<file path="src/rtl/cmv_pkg.sv">
package cmv_pkg;
  localparam int CODE_W = 10;
  localparam logic [1:0] GRP_NONE = 2'd3;

  typedef enum logic [1:0] {S_IDLE, S_LGRP, S_LDIV, S_CDIV} cmv_state_e;

  typedef struct packed {
    logic        known;
    logic [1:0]  grp;
    logic [15:0] lo_mv;
    logic [15:0] span_mv;
  } chan_info_t;

  function automatic chan_info_t mk(input logic k, input logic [1:0] g,
                                    input logic [15:0] lo, input logic [15:0] span);
    chan_info_t c;
    c.known = k; c.grp = g; c.lo_mv = lo; c.span_mv = span;
    return c;
  endfunction

  function automatic chan_info_t chan_map(input logic [3:0] id);
    case (id)
      4'd0:                      return mk(1'b1, 2'd0, 16'd0, 16'd20030);
      4'd1, 4'd2, 4'd3, 4'd4, 4'd5: return mk(1'b1, 2'd1, 16'd0, 16'd1350);
      4'd6:                      return mk(1'b1, 2'd2, 16'd2300, 16'd2500);
      4'd7:                      return mk(1'b1, GRP_NONE, 16'd0, 16'd1350);
      4'd8:                      return mk(1'b1, GRP_NONE, 16'd0, 16'd2500);
      4'd9:                      return mk(1'b1, GRP_NONE, 16'd0, 16'd20030);
      4'd10, 4'd11:              return mk(1'b1, GRP_NONE, 16'd0, 16'd1500);
      4'd12:                     return mk(1'b1, GRP_NONE, 16'd0, 16'd3200);
      default:                   return mk(1'b0, GRP_NONE, 16'd0, 16'd0);
    endcase
  endfunction

  function automatic logic [15:0] ref_hi(input logic [1:0] g);
    case (g)
      2'd0:    return 16'd19500;
      2'd1:    return 16'd1300;
      default: return 16'd4700;
    endcase
  endfunction

  function automatic logic [15:0] ref_lo(input logic [1:0] g);
    case (g)
      2'd0:    return 16'd315;
      2'd1:    return 16'd21;
      default: return 16'd2380;
    endcase
  endfunction
endpackage

</file>
<file path="src/rtl/cmv_unpack.sv">
module cmv_unpack (
  input  logic [55:0]      bytes_i,
  input  logic [6:0]       valid_i,
  output logic [3:0][9:0]  hi_o,
  output logic [3:0][5:0]  lo_o,
  output logic [3:0]       ok_o
);
  logic [6:0][7:0] b;
  logic unused_bits;
  assign b = bytes_i;
  assign unused_bits = ^{b[0][7:2], b[1][7:6], b[6][1:0]};

  // bit-packed two-point fields
  always_comb begin
    hi_o[0] = {b[0][1:0], b[1][5:0], b[2][7:6]};
    lo_o[0] = {1'b0, b[2][5:1]};
    hi_o[1] = {b[2][0], b[3], b[4][7]};
    lo_o[1] = {1'b0, b[4][6:2]};
    hi_o[2] = {b[4][1:0], b[5]};
    lo_o[2] = b[6][7:2];
    hi_o[3] = '0;
    lo_o[3] = '0;
  end

  // group g owns bytes 2g..2g+2; neighbours share the end bytes
  for (genvar g = 0; g < 3; g++) begin : g_ok
    assign ok_o[g] = (&valid_i[2*g+2 : 2*g]) && (hi_o[g] > {4'b0, lo_o[g]});
  end
  assign ok_o[3] = 1'b0;
endmodule

</file>
<file path="src/rtl/cmv_divider.sv">
module cmv_divider #(
  parameter int W = 40
) (
  input  logic         clk,
  input  logic         rst,
  input  logic         go,
  input  logic [W-1:0] dividend,
  input  logic [W-1:0] divisor,
  output logic         done,
  output logic [W-1:0] quotient,
  output logic [W-1:0] remainder
);
  localparam int CW = $clog2(W + 1);

  logic [CW-1:0] cnt;
  logic          run;
  logic [W-1:0]  dvs, dnd;
  logic [W:0]    shifted;

  assign shifted = {remainder, quotient[W-1]};

  always_ff @(posedge clk) begin
    if (rst) begin
      cnt <= '0; run <= 1'b0; done <= 1'b0;
      dvs <= '0; dnd <= '0; quotient <= '0; remainder <= '0;
    end else begin
      done <= 1'b0;
      if (go) begin
        remainder <= '0;
        quotient  <= dividend;
        dvs       <= divisor;
        dnd       <= dividend;
        cnt       <= CW'(W);
        run       <= 1'b1;
      end else if (run) begin
        if (shifted >= {1'b0, dvs}) begin
          remainder <= W'(shifted - {1'b0, dvs});
          quotient  <= {quotient[W-2:0], 1'b1};
        end else begin
          remainder <= shifted[W-1:0];
          quotient  <= {quotient[W-2:0], 1'b0};
        end
        cnt <= cnt - 1'b1;
        if (cnt == CW'(1)) begin
          run  <= 1'b0;
          done <= 1'b1;
        end
      end
    end
  end

  AST_DIV_EXACT: assert property (@(posedge clk) disable iff (rst) done |-> (({{W{1'b0}}, quotient} * {{W{1'b0}}, dvs} + {{W{1'b0}}, remainder}) == {{W{1'b0}}, dnd}) && (remainder < dvs));
  AST_DIV_ONESHOT: assert property (@(posedge clk) disable iff (rst) done |=> !done);
endmodule

</file>
<file path="src/rtl/cal_mv_conv.sv">
module cal_mv_conv #(
  parameter int ACC_W  = 40,
  parameter int RES_W  = 32,
  parameter int SCALE  = 1000,
  parameter int LIN_SH = 10
) (
  input  logic             clk,
  input  logic             rst,
  input  logic             cal_load,
  input  logic [55:0]      cal_bytes,
  input  logic [6:0]       cal_valid,
  input  logic             start,
  input  logic [3:0]       chan_id,
  input  logic [9:0]       code,
  output logic             busy,
  output logic             done,
  output logic             err,
  output logic [RES_W-1:0] result
);
  import cmv_pkg::*;

  cmv_state_e state_q;
  logic [1:0]  g_q;
  logic        neg_q;
  logic [55:0] byt_q;
  logic [6:0]  vld_q;
  logic [RES_W-1:0]        gain_q [4];
  logic signed [RES_W-1:0] off_q  [4];

  logic [3:0][9:0] hi;
  logic [3:0][5:0] lo;
  logic [3:0]      ok;

  cmv_unpack u_unp (.bytes_i(byt_q), .valid_i(vld_q), .hi_o(hi), .lo_o(lo), .ok_o(ok));

  chan_info_t              info;
  logic                    use_cal, accept, div_go, div_done;
  logic [RES_W-1:0]        lin_mv, new_off;
  logic signed [ACC_W-1:0] num_s;
  logic [ACC_W-1:0]        num_mag, div_a, div_b, div_q, div_rem_unused;

  always_comb begin
    info    = chan_map(chan_id);
    use_cal = info.known && (info.grp != GRP_NONE) && (gain_q[info.grp] != '0);
    lin_mv  = RES_W'(info.lo_mv) +
              RES_W'((ACC_W'(info.span_mv) * ACC_W'(code)) >> LIN_SH);
    num_s   = $signed(ACC_W'(code)) * $signed(ACC_W'(gain_q[info.grp])) +
              ACC_W'(off_q[info.grp]);
    num_mag = num_s[ACC_W-1] ? ACC_W'(-num_s) : ACC_W'(num_s);
    accept  = (state_q == S_IDLE) && !cal_load && start;
    div_go  = (accept && use_cal) || ((state_q == S_LGRP) && ok[g_q]);
    if (state_q == S_LGRP) begin
      div_a = ACC_W'(SCALE * (int'(ref_hi(g_q)) - int'(ref_lo(g_q))));
      div_b = ACC_W'(hi[g_q] - {4'b0, lo[g_q]});
    end else begin
      div_a = num_mag;
      div_b = ACC_W'(SCALE);
    end
    new_off = RES_W'(ACC_W'(SCALE) * ACC_W'(ref_hi(g_q)) - div_q * ACC_W'(hi[g_q]));
  end

  cmv_divider #(.W(ACC_W)) u_div (
    .clk(clk), .rst(rst), .go(div_go), .dividend(div_a), .divisor(div_b),
    .done(div_done), .quotient(div_q), .remainder(div_rem_unused)
  );

  always_ff @(posedge clk) begin
    if (rst) begin
      state_q <= S_IDLE; g_q <= '0; neg_q <= 1'b0;
      byt_q <= '0; vld_q <= '0;
      done <= 1'b0; err <= 1'b0; result <= '0;
      for (int i = 0; i < 4; i++) begin
        gain_q[i] <= '0;
        off_q[i]  <= '0;
      end
    end else begin
      done <= 1'b0;
      err  <= 1'b0;
      case (state_q)
        S_IDLE: begin
          if (cal_load) begin
            byt_q <= cal_bytes; vld_q <= cal_valid; g_q <= '0;
            state_q <= S_LGRP;
          end else if (start) begin
            if (!info.known) begin
              err <= 1'b1; done <= 1'b1; result <= '0;
            end else if (use_cal) begin
              neg_q   <= num_s[ACC_W-1];
              state_q <= S_CDIV;
            end else begin
              result <= lin_mv; done <= 1'b1;
            end
          end
        end
        S_LGRP: begin
          if (ok[g_q]) state_q <= S_LDIV;
          else begin
            gain_q[g_q] <= '0;
            off_q[g_q]  <= '0;
            if (g_q == 2'd2) state_q <= S_IDLE;
            else g_q <= g_q + 2'd1;
          end
        end
        S_LDIV: if (div_done) begin
          gain_q[g_q] <= div_q[RES_W-1:0];
          off_q[g_q]  <= $signed(new_off);
          if (g_q == 2'd2) state_q <= S_IDLE;
          else begin
            g_q <= g_q + 2'd1;
            state_q <= S_LGRP;
          end
        end
        S_CDIV: if (div_done) begin
          result  <= neg_q ? RES_W'(-div_q[RES_W-1:0]) : div_q[RES_W-1:0];
          done    <= 1'b1;
          state_q <= S_IDLE;
        end
        default: state_q <= S_IDLE;
      endcase
    end
  end

  assign busy = (state_q != S_IDLE);

  AST_DONE_IDLE: assert property (@(posedge clk) disable iff (rst) done |-> !busy);
  AST_ERR_ZERO: assert property (@(posedge clk) disable iff (rst) err |-> (done && result == '0));
  AST_BUSY_CAUSE: assert property (@(posedge clk) disable iff (rst) $rose(busy) |-> $past(start || cal_load));
endmodule

</file>
<file path="config.mk">
export PLATFORM = sky130hd
export DESIGN_NAME = cal_mv_conv
export DESIGN_NICKNAME = d
export VERILOG_FILES = /design/src/rtl/cmv_pkg.sv /design/src/rtl/cmv_unpack.sv /design/src/rtl/cmv_divider.sv /design/src/rtl/cal_mv_conv.sv
export SDC_FILE = /design/constraint.sdc
export NUM_CORES = 2
export LEC_CHECK = 0
export BUFFER_PORTS_ARGS = -buffer_cell sky130_fd_sc_hd__buf_4
export CAP_MARGIN = 5
export CORE_MARGIN = 3
export CORE_UTILIZATION = 57
export DETAILED_ROUTE_END_ITERATION = 8
export PLACE_DENSITY_LB_ADDON = 0.05
export RECOVER_POWER = 25
export SLEW_MARGIN = 5
export SYNTH_ARGS = -nofsm -noshare
export SYNTH_HDL_FRONTEND = slang
export SYNTH_SLANG_ARGS = --single-unit
</file>
<file path="constraint.sdc">
create_clock -name clk -period 27.6 [get_ports clk]
set_clock_uncertainty 0.15 [all_clocks]
set_input_delay 2.76 -clock clk [delete_from_list [all_inputs] [get_ports clk]]
set_output_delay 2.76 -clock clk [all_outputs]
set_load 0.01 [all_outputs]
</file>
==> flow_summary.yaml <==
outcome:
  status: "finished with violations"
  violations: "capacitance limit, slew limit"
drt:
  wl_per_cell_um: 21.58
  drc: 0
  drtPass1Iterations: 6
  via_per_inst: 5.907
  drtIter0Drc: 2613
  wl_um: 137100
  vias: 37520
  ant_nets: 0
cells_and_area:
  nets: 6182
  drive_gt1_share_pct: 6.516
  mostFrequentLayoutCells: "772 x nand2_1, 716 x inv_1, 575 x fa_1"
  fill_cells: 7275
  multi_input_area_um2: 32730
  final_cells: 6351
  final_common_cell: "nand2_1"
  regArea_um2: 11510
  syn_to_final_growth_pct: 6.370
grt:
  grt_pass1_vias: 38150
  antenna_found_initial: 3
  grt_max_degree: 81
  track_usage_pct: 31.91
  grt_first_pass_wirelength_um: 217800
  overflow: 0
clock_tree:
  cts-root-buf: "clkbuf_16"
  cts.path.max_buffers: 3
  clk_pin_slew_worst_paths_ps: 60
  clock_latency_ps: 610
  htreeDepth: 2
  cts-buffers-inserted: 46
  ctsHoldBuffers: 0
  cts_tree: "done"
  cts_sinks: 447
  cts_resized: 0
  postCtsSetupBuffers: 0
timing:
  fin_crit_sh_pct: 48.78
  final.setup.tns_ps: 0
  hold_violations: 0
  fmax_ghz: 0.07428
  slew_headroom_pct: -124.7
  setup_viol: 0
  rsz0062_at_grt: "false"
  max_slew.worst_pin.slew_ps: 3370
  fin_crit_ps: 13460
  slew_violations: 262
yosys:
  seq_area_frac_synth_pct: 24.00
  synth_nets: 6232
  ys_ff_latch: 447
  async_reset_ff_share_pct: 0
  synth-warning-count: 0
  syn_area_um2: 47970
  synthFlopType: "edfxtp_1"
  synth-edff-count: 256
  yosysUniqueCellTypes: 107
  syn_area_per_cell_um2: 9.059
  synthCells: 5295
job:
  maxCapViolations: 5
die:
  dieArea_um2: 87670
  die-height_um: 296.1
  num_io_pins: 116
  initial_utilization_pct: 57.96
  die_x_um: 296.1
  rows: 105
  core-area_um2: 82770
critical_path:
  worst_path_max_delay_cell: "clkbuf_1"
  cpPeakStageDelay_ps: 1330
  crit_path_frequent_cell: "fa_1"
  crit_family: "compound AO/OA/AOI/OAI gates"
  cp.buffers_inverters: 5
  arrival_ps: 13670
  startpoint_type: "input port"
  setup.worst_path.start: "chan_id[2]"
  cp.required_ps: 27800
  crit_fanout: 37
  crit_type: "input port to flip-flop"
  rr_startpoint: "g_q[0]"
  end_kind: "flip-flop"
place:
  dpl.cell_count: 6267
  port_buffers: 105
  gp_congestion: 0.9322
  dp_hpwl_um: 103100
hold_path:
  min-delay-start: "u_div.dvs[4]"
  hold_class: "flip-flop to flip-flop"
pwr:
  power_density_nw_per_um2: 125.4
  ir_worst_vdd_uv: 106.2
  leakage_nw: 21.73
[report_power, final]
part	internal [mW]	switching, mW	total [mW]	leakage, nW
clock network	0.349	0.286	0.635	0.710
logic	1.81	3.12	4.93	16.8
registers	0.779	0.0552	0.834	4.21
[metal layers]
| layer | vias to the layer above | track usage, % | routed length, um |
|---|---|---|---|
| met1 | 18620 | 44.34 | 58800 |
| met3 | 219 | 3.962 | 9381 |
| met4 | 0 | 10.93 | 4888 |
| met5 | - | 0 | 0 |
| li1 | 17390 | - | - |
| met2 | 1289 | 52.12 | 63990 |
[logic make-up (layout without fill, tap and decap cells)]
kind of cell               count (synthesis)  in the layout  synth area share (%)
buffers and inverters                   1004            988                 8.029
and+or+nand+nor                         1744           1744                 16.68
adders and majority gates                856            856                 31.33
AOI/OAI and AO/OA                        913            913                 12.37
xor gates and xnor gates                 206            206                 3.790
DFF                                      447            447                 24.00
muxes                                    123            123                 3.800
other                                      2              4               0.01566
[area by class of cell]
cell class | instances | area share [%]
sequential | 447 | 22.57
inverter | 720 | 5.297
clock buffer | 58 | 2.423
timing repair buffer | 186 | 2.428
multi-input combinational | 3844 | 64.15
clock inverter | 24 | 0.5027
tap | 1070 | 2.624
antenna | 2 | 0.009809
[final timing paths]
check / to / slack (ps) / cells after the start
max: u_div.quotient[26] / 14140 / 27
min reg2reg: u_div.dvs[4] / 300 / 2
min: u_div.dvs[4] / 300 / 2
max reg2reg: off_q[0][31] / 18640 / 22
[stage by stage]
| stage | cell area (um^2) | total power [mW] | hold WS, ps | worst slack (ps) | utilization, % |
|---|---|---|---|---|---|
| floorplan | 47970 | 4.435 | 281.9 | 16760 | - |
| global placement | 49680 | 5.646 | 291.3 | 15010 | 60.03 |
| detailed placement | 49680 | 5.664 | 293.2 | 14920 | 60.03 |
| CTS | 51180 | 6.341 | 301.9 | 15480 | 61.83 |
| global route | 51020 | 6.937 | 326.1 | 13590 | 61.64 |
| finish | 51020 | 6.399 | 298.3 | 14140 | 61.65 |
[worst min-delay path: cells and delay by family, from the launching register on]
family             cells  cell delay [ps]
AOI/OAI and AO/OA      1               50
DFF                    1              310
and+or+nand+nor        1               50
[synthesized netlist by cell type, types with 22 or more instances]
library cell / number / area share [%]
a211oi_1: 41 / 0.64
a21o_1: 78 / 1.2
a21oi_1: 281 / 2.9
a31oi_1: 35 / 0.46
and2_1: 234 / 3.1
and3_1: 36 / 0.47
buf_2: 26 / 0.27
clkbuf_1: 237 / 1.9
dfxtp_1: 191 / 8.0
edfxtp_1: 256 / 16
fa_1: 575 / 24
ha_1: 281 / 7.3
inv_1: 716 / 5.6
mux2i_1: 64 / 1.3
mux4_2: 46 / 2.2
nand2_1: 778 / 6.1
nand3_1: 70 / 0.73
nand4_1: 22 / 0.29
nor2_1: 369 / 2.9
nor2b_1: 27 / 0.35
nor3_1: 69 / 0.72
nor4_1: 30 / 0.39
o21a_1: 34 / 0.53
o21ai_0: 161 / 1.7
o21ai_1: 25 / 0.26
o31ai_1: 30 / 0.47
xnor2_1: 138 / 2.5
xor2_1: 67 / 1.2
[state kept, by name, indices dropped and copies added, names as in the netlist]
signal and cells:
byt_q 46, done 1, err 1, g_q 2, gain_q 128, neg_q 1
off_q 128, result 32, state_q 2, u_div.cnt 6, u_div.done 1, u_div.dvs 11
u_div.quotient 40, u_div.remainder 40, u_div.run 1, vld_q 7
Power figures use the tool's default switching activity.
